==> src/rtl/lin_wake_pkg.sv <==
package lin_wake_pkg;
  typedef enum logic [1:0] {
    WK_IDLE   = 2'd0,
    WK_LOCKED = 2'd1,
    WK_ARMED  = 2'd2,
    WK_WOKEN  = 2'd3
  } wk_state_e;
endpackage

==> src/rtl/lin_wake_sync.sv <==
module lin_wake_sync #(
  parameter int   STAGES  = 2,
  parameter logic RST_VAL = 1'b1
) (
  input  logic clk_i,
  input  logic rst_ni,
  input  logic d_i,
  output logic q_o
);
  logic [STAGES-1:0] sr_q;

  // Chain of flops, stage 0 takes the raw input
  for (genvar s = 0; s < STAGES; s++) begin : g_stage
    if (s == 0) begin : g_first
      always_ff @(posedge clk_i or negedge rst_ni) begin
        if (!rst_ni) sr_q[0] <= RST_VAL;
        else         sr_q[0] <= d_i;
      end
    end else begin : g_next
      always_ff @(posedge clk_i or negedge rst_ni) begin
        if (!rst_ni) sr_q[s] <= RST_VAL;
        else         sr_q[s] <= sr_q[s-1];
      end
    end
  end

  assign q_o = sr_q[STAGES-1];
endmodule

==> src/rtl/lin_wake_fsm.sv <==
module lin_wake_fsm
  import lin_wake_pkg::*;
#(
  parameter int WAKE_US  = 100,
  parameter int CLEAR_US = 30
) (
  input  logic      clk_i,
  input  logic      rst_ni,
  input  logic      tick_i,
  input  logic      sleep_i,
  input  logic      bus_dom_i,
  output wk_state_e state_o,
  output logic      wake_hit_o
);
  localparam int CNT_MAX = (WAKE_US > CLEAR_US) ? WAKE_US : CLEAR_US;
  localparam int CNT_W   = $clog2(CNT_MAX + 1);
  localparam logic [CNT_W-1:0] WAKE_LAST  = CNT_W'(WAKE_US - 1);
  localparam logic [CNT_W-1:0] CLEAR_LAST = CNT_W'(CLEAR_US - 1);
  localparam logic [CNT_W-1:0] ONE        = CNT_W'(1);

  wk_state_e        state_q, state_d;
  logic [CNT_W-1:0] cnt_q, cnt_d;

  always_comb begin
    state_d    = state_q;
    cnt_d      = cnt_q;
    wake_hit_o = 1'b0;
    if (!sleep_i) begin
      state_d = WK_IDLE;
      cnt_d   = '0;
    end else begin
      unique case (state_q)
        WK_IDLE: begin
          // bus already dominant at sleep entry counts as stuck
          state_d = bus_dom_i ? WK_LOCKED : WK_ARMED;
          cnt_d   = '0;
        end
        WK_LOCKED: begin
          if (tick_i) begin
            if (bus_dom_i) begin
              cnt_d = '0;
            end else if (cnt_q == CLEAR_LAST) begin
              state_d = WK_ARMED;
              cnt_d   = '0;
            end else begin
              cnt_d = cnt_q + ONE;
            end
          end
        end
        WK_ARMED: begin
          if (tick_i) begin
            if (!bus_dom_i) begin
              cnt_d = '0;
            end else if (cnt_q == WAKE_LAST) begin
              state_d    = WK_WOKEN;
              cnt_d      = '0;
              wake_hit_o = 1'b1;
            end else begin
              cnt_d = cnt_q + ONE;
            end
          end
        end
        default: begin
          state_d = WK_WOKEN;
        end
      endcase
    end
  end

  always_ff @(posedge clk_i or negedge rst_ni) begin
    if (!rst_ni) begin
      state_q <= WK_IDLE;
      cnt_q   <= '0;
    end else begin
      state_q <= state_d;
      cnt_q   <= cnt_d;
    end
  end

  assign state_o = state_q;

  assert_lock_cnt_R6: assert property (@(posedge clk_i) disable iff (!rst_ni)
    (state_q == WK_LOCKED) |-> (cnt_q < CNT_W'(CLEAR_US)));
  assert_arm_cnt_R2: assert property (@(posedge clk_i) disable iff (!rst_ni)
    (state_q == WK_ARMED) |-> (cnt_q < CNT_W'(WAKE_US)));
  assert_one_per_sleep_R12: assert property (@(posedge clk_i) disable iff (!rst_ni)
    (state_q == WK_WOKEN && sleep_i) |-> !wake_hit_o);
endmodule

==> src/rtl/lin_wake_rxd.sv <==
module lin_wake_rxd #(
  parameter int PULSE_US = 10
) (
  input  logic clk_i,
  input  logic rst_ni,
  input  logic tick_i,
  input  logic sleep_i,
  input  logic asleep_i,
  input  logic wake_hit_i,
  input  logic pulse_mode_i,
  input  logic bus_s_i,
  output logic rxd_o
);
  localparam int PW = $clog2(PULSE_US + 1);
  localparam logic [PW-1:0] PULSE_LOAD = PW'(PULSE_US);
  localparam logic [PW-1:0] ONE        = PW'(1);

  logic [PW-1:0] pcnt_q, pcnt_d;
  logic          hold_q, hold_d;

  always_comb begin
    pcnt_d = pcnt_q;
    hold_d = hold_q;
    if (!sleep_i) begin
      pcnt_d = '0;
      hold_d = 1'b0;
    end else if (wake_hit_i) begin
      if (pulse_mode_i) pcnt_d = PULSE_LOAD;
      else              hold_d = 1'b1;
    end else if (tick_i && pcnt_q != '0) begin
      pcnt_d = pcnt_q - ONE;
    end
  end

  always_ff @(posedge clk_i or negedge rst_ni) begin
    if (!rst_ni) begin
      pcnt_q <= '0;
      hold_q <= 1'b0;
    end else begin
      pcnt_q <= pcnt_d;
      hold_q <= hold_d;
    end
  end

  // awake: mirror the bus; asleep: high unless a wake is being shown
  assign rxd_o = asleep_i ? !(hold_q || (pcnt_q != '0)) : bus_s_i;

  assert_pulse_bound_R10: assert property (@(posedge clk_i) disable iff (!rst_ni)
    pcnt_q <= PULSE_LOAD);
  assert_modes_excl_R11: assert property (@(posedge clk_i) disable iff (!rst_ni)
    !(hold_q && (pcnt_q != '0)));
endmodule

==> src/rtl/lin_wake_detect.sv <==
module lin_wake_detect
  import lin_wake_pkg::*;
#(
  parameter int WAKE_US  = 100,
  parameter int CLEAR_US = 30,
  parameter int PULSE_US = 10,
  parameter int SYNC_STG = 2
) (
  input  logic clk_i,
  input  logic rst_ni,
  input  logic tick_i,
  input  logic sleep_i,
  input  logic bus_i,
  input  logic pulse_mode_i,
  input  logic flag_clr_i,
  output logic wake_req_o,
  output logic wake_flag_o,
  output logic rxd_o
);
  logic      rst_n_s;
  logic      bus_s;
  logic      bus_dom;
  logic      wake_hit;
  wk_state_e state;
  logic      req_q, flag_q, flag_d;

  lin_wake_sync #(.STAGES(2), .RST_VAL(1'b0)) u_rst_sync (
    .clk_i (clk_i),
    .rst_ni(rst_ni),
    .d_i   (1'b1),
    .q_o   (rst_n_s)
  );

  lin_wake_sync #(.STAGES(SYNC_STG), .RST_VAL(1'b1)) u_bus_sync (
    .clk_i (clk_i),
    .rst_ni(rst_n_s),
    .d_i   (bus_i),
    .q_o   (bus_s)
  );

  assign bus_dom = !bus_s;

  lin_wake_fsm #(.WAKE_US(WAKE_US), .CLEAR_US(CLEAR_US)) u_fsm (
    .clk_i     (clk_i),
    .rst_ni    (rst_n_s),
    .tick_i    (tick_i),
    .sleep_i   (sleep_i),
    .bus_dom_i (bus_dom),
    .state_o   (state),
    .wake_hit_o(wake_hit)
  );

  lin_wake_rxd #(.PULSE_US(PULSE_US)) u_rxd (
    .clk_i       (clk_i),
    .rst_ni      (rst_n_s),
    .tick_i      (tick_i),
    .sleep_i     (sleep_i),
    .asleep_i    (state != WK_IDLE),
    .wake_hit_i  (wake_hit),
    .pulse_mode_i(pulse_mode_i),
    .bus_s_i     (bus_s),
    .rxd_o       (rxd_o)
  );

  always_comb begin
    flag_d = flag_q;
    if (wake_hit)        flag_d = 1'b1;
    else if (flag_clr_i) flag_d = 1'b0;
  end

  always_ff @(posedge clk_i or negedge rst_n_s) begin
    if (!rst_n_s) begin
      req_q  <= 1'b0;
      flag_q <= 1'b0;
    end else begin
      req_q  <= wake_hit;
      flag_q <= flag_d;
    end
  end

  assign wake_req_o  = req_q;
  assign wake_flag_o = flag_q;

  assert_req_one_cycle_R7: assert property (@(posedge clk_i) disable iff (!rst_n_s)
    wake_req_o |=> !wake_req_o);
  assert_none_awake_R7: assert property (@(posedge clk_i) disable iff (!rst_n_s)
    !sleep_i |=> !wake_req_o);
  assert_wake_after_dom_R2: assert property (@(posedge clk_i) disable iff (!rst_n_s)
    wake_req_o |-> $past(bus_dom));
  assert_flag_with_req_R8: assert property (@(posedge clk_i) disable iff (!rst_n_s)
    wake_req_o |-> wake_flag_o);
  assert_flag_fall_R8: assert property (@(posedge clk_i) disable iff (!rst_n_s)
    $fell(wake_flag_o) |-> $past(flag_clr_i));
endmodule

==> config.mk <==
export PLATFORM = sky130hd
export DESIGN_NAME = lin_wake_detect
export DESIGN_NICKNAME = d
export VERILOG_FILES = /design/src/rtl/lin_wake_pkg.sv /design/src/rtl/lin_wake_sync.sv /design/src/rtl/lin_wake_fsm.sv /design/src/rtl/lin_wake_rxd.sv /design/src/rtl/lin_wake_detect.sv
export SDC_FILE = /design/constraint.sdc
export NUM_CORES = 1
export LEC_CHECK = 0
export ABC_AREA = 1
export BUFFER_PORTS_ARGS = -buffer_cell sky130_fd_sc_hd__buf_2
export CORE_UTILIZATION = 47
export DETAILED_ROUTE_END_ITERATION = 6
export HOLD_SLACK_MARGIN = 0.05
export PLACE_DENSITY = 0.77
export SLEW_MARGIN = 10
export SYNTH_ARGS = -nofsm -noshare
export SYNTH_HDL_FRONTEND = slang
export SYNTH_SLANG_ARGS = --single-unit
==> constraint.sdc <==
create_clock -name clk_i -period 1.07 [get_ports clk_i]
set_clock_uncertainty 0.2 [all_clocks]
set_input_delay 0.107 -clock clk_i [delete_from_list [all_inputs] [get_ports clk_i]]
set_output_delay 0.107 -clock clk_i [all_outputs]
set_load 0.01 [all_outputs]
==> metrics.md <==
| Metric | Value |
|---|---|
| Port bufs | 9 |
| Dominant cell type by area after synthesis | dfrtp_1 |
| Row count | 18 |
| RePlAce Congestion | 0.914 |
| Initial antenna violation count | 0 |
| Post-synth cell types | 27 |
| Most common cell after layout, fill and taps aside | buf_4 |
| Clock latency on the worst-skew pair | 0.33 ns |
| Reg with most FFs | u_fsm.cnt_q |
| Diodes inserted | 0 |
| Die X-Extent | 52.8 um |
| Global routing usage on met2 | 0.521 |
| Total GRT Usage | 0.285 |
| Startpoint types | flip-flop |
| Grt peak-use layer | met2 |
| Detailed-route wire length | 3650 um |
| Seq cells post-synth | 20 |
| Routed len/inst | 15.2 um |
| Final Hold Fails | 1 |
| Max Slew Vio Count | 0 |
| Critical Path AT | 1.46 ns |
| TritonCTS clock tree | yes |
| Tcrit/Tclk final | 1.65 |
| Maximum vdd drop | 1.44 mV |
| Hold Worst Slack | -0.00568 ns |
| Hold_buf cts | 5 |
| CP endpoint kind | output port |
| Fmax | 566 MHz |
| Final nets | 225 |
| Core area | 2450 um^2 |
| Syn Nets | 170 |
| Max reg flops | 7 |
| CP Max Fanout | 3 |
| Die span in y | 52.8 um |
| Top cells by area, synth | dfrtp_1 (37%), nand2_1 (9.9%), ha_1 (7.2%) |
| Maximum number of pins on one net before global-route repair | 19 |
| Overflow after GRT | 0 |
| Most numerous cell on the critical path | buf_6 |
| Avg Cell Area, Syn | 7.79 um^2 |
| Tmin final | 1.77 ns |
| Hpwl dp | 2280 um |
| Synth Warn # | 0 |
| Total CTS buffers | 3 |
| Cell Chain, Critical Path | inv_2 > ha_4 > buf_6 > inv_4 > buf_6 > a21oi_2 > buf_2 |
| Iter 0 DRT Violations | 43 |
| Die ar. | 2790 um^2 |
| Cells after DPL | 226 |
| Most frequent cells in the layout | buf_4 (34), nand2_1 (25), dfrtp_1 (18) |
| Setup CP Type | flip-flop to output port |
| CTS max path bufs | 2 |
| Post-Syn Instances | 156 |
| Max-Cap Viols | 0 |
| H-tree Lvls | 1 |
| Layout cells sized above 1 | 0.500 |
| Fillcell total | 158 |
| Met3 Resource Use GR | 0.0435 |
| Initial Util | 0.495 |
| I/O pin count | 10 |
| Root Buffer | clkbuf_4 |
| Sequential cell area | 503 um^2 |
| Met1 usage | 0.320 |
| Cell Area, Synth | 1210 um^2 |
| Setup Viol. Count Final | 19 |
| Leakage Power | 0.917 nW |
| Failing checks | negative hold slack, negative setup slack |
| Drc violations | 0 |
| Fin cells | 240 |
| CP max stage delay | 0.42 ns |
| Sequential area share after synthesis | 0.414 |
| Routed Antenna Nets | 0 |
| Yosys top cell area share | 0.371 |
| Vias | 1,261 |
| Power per cell area | 1960 nW/um^2 |
| Area grow syn2layout | 56.0% |
| Hold Path Class | primary input to flip-flop |
| RSZ-0062 raised after global routing | true |
| Vias in the first global route | 1,259 |
| Vias per inst | 5.25 |
| Reg clk slew, reported paths | 0.13 ns |
| Clk sinks | 20 |
| Crit-path slowest cell | dfrtp_1 |
| CP required | 0.76 ns |
| Core Util, Final | 0.772 |
| First-pass GRT wire length | 5620 um |
| Final Worst Setup Slack | -0.698 ns |
| Area of the multi-input gates | 810 um^2 |
| Outcome | complete, but fails checks |
| Pre-Repair DR Iteration Count | 4 |
==> through the flow <==
step | hold WS, ns | TNS [ns] | area (um^2) | setup WS, ns | power [mW]
floorplan | -0.389 | -6.21 | 1250 | -0.443 | 1.92
global placement | -0.307 | -8.15 | 1560 | -0.563 | 2.34
detailed placement | -0.303 | -9.11 | 1560 | -0.617 | 2.43
CTS | 0.00645 | -10.55 | 1740 | -0.686 | 3.34
global route | 0.0199 | -11.23 | 1900 | -0.783 | 3.92
finish | -0.00568 | -9.74 | 1900 | -0.698 | 3.71
==> report_power, final <==
group,internal (mW),total [mW],switching [mW]
combinational,0.917,2.06,1.14
clock,0.380,0.651,0.271
sequential,0.887,0.999,0.112
==> worst paths after layout <==
| path | depth (start not counted) | start | slack, ns | endpoint |
|---|---|---|---|---|
| setup reg to reg | 7 | u_fsm.state_o[1]$_DFFE_PN0P_ | -0.68 | u_fsm.cnt_q[6]$_DFFE_PN0P_ |
| min in group asynchronous | 1 | u_rst_sync.q_o$_DFF_PN0_ | 0 | u_fsm.cnt_q[4]$_DFFE_PN0P_ |
| hold reg to reg | 1 | u_rst_sync.q_o$_DFF_PN0_ | 0 | u_fsm.cnt_q[4]$_DFFE_PN0P_ |
| hold / removal | 5 | pulse_mode_i | -0.006 | u_rxd.hold_q$_DFFE_PN0P_ |
| setup / recovery | 7 | u_fsm.state_o[0]$_DFFE_PN0P_ | -0.70 | rxd_o |
| max in group asynchronous | 3 | rst_ni | 0.13 | u_rst_sync.q_o$_DFF_PN0_ |
==> worst max-delay path: cells and delay by family (launching register included) <==
| kind | cells | cell delay, ns |
|---|---|---|
| flops | 1 | 0.42 |
| fa+ha+maj | 1 | 0.15 |
| buf+inv | 5 | 0.47 |
| compound gates | 1 | 0.10 |
==> cells by family (layout without fill, tap and decap cells) <==
family	Yosys count	count (layout)	synth area share
simple gates	82	82	0.336
buf+inv	28	82	0.0896
flops	20	20	0.414
compound gates	17	17	0.0783
fa+ha+maj	7	7	0.0721
other cells	1	1	0.00309
xor+xnor	1	1	0.00721
==> what timing repair did <==
action | in CTS | in global routing
pin swaps | 3 | 17
cloned | 0 | 0
buffers inserted | 3 | 2
setup endpoints to repair | 19 | 19
endpoints found under the hold margin | 27 | 19
gates resized for setup | 13 | 34
==> per-layer routing <==
layer / up-vias / routed length, um
met5: - / 0
met1: 597 / 1360
li1: 607 / -
met3: 15 / 120
met4: 0 / 136
met2: 42 / 2030
==> cell type report <==
class                           instances  share of cell area
Multi-Input combinational cell        108               0.427
Tap cell                               30              0.0198
Inverter                               27              0.0574
Timing Repair Buffer                   51               0.203
Sequential cell                        20               0.265
Clock buffer                            3              0.0119
Clock inverter                          1              0.0158
==> Yosys cell counts <==
master,count
o21ai_1,6
nand3_2,3
nand2_1,32
nor2_1,16
nor3_2,1
inv_1,19
buf_4,1
nor2_4,1
o21ai_2,1
nand3_1,14
clkinv_1,1
a21oi_2,1
o31ai_1,1
xor2_1,1
o21ai_0,6
nand4_2,1
conb_1,1
dfrtp_1,18
nand3b_1,1
nand2_2,4
nor2_2,2
inv_2,7
ha_1,7
dfstp_2,2
a21oi_1,2
nand4_1,6
nand2_4,1
(Power assumes the default switching activity.)
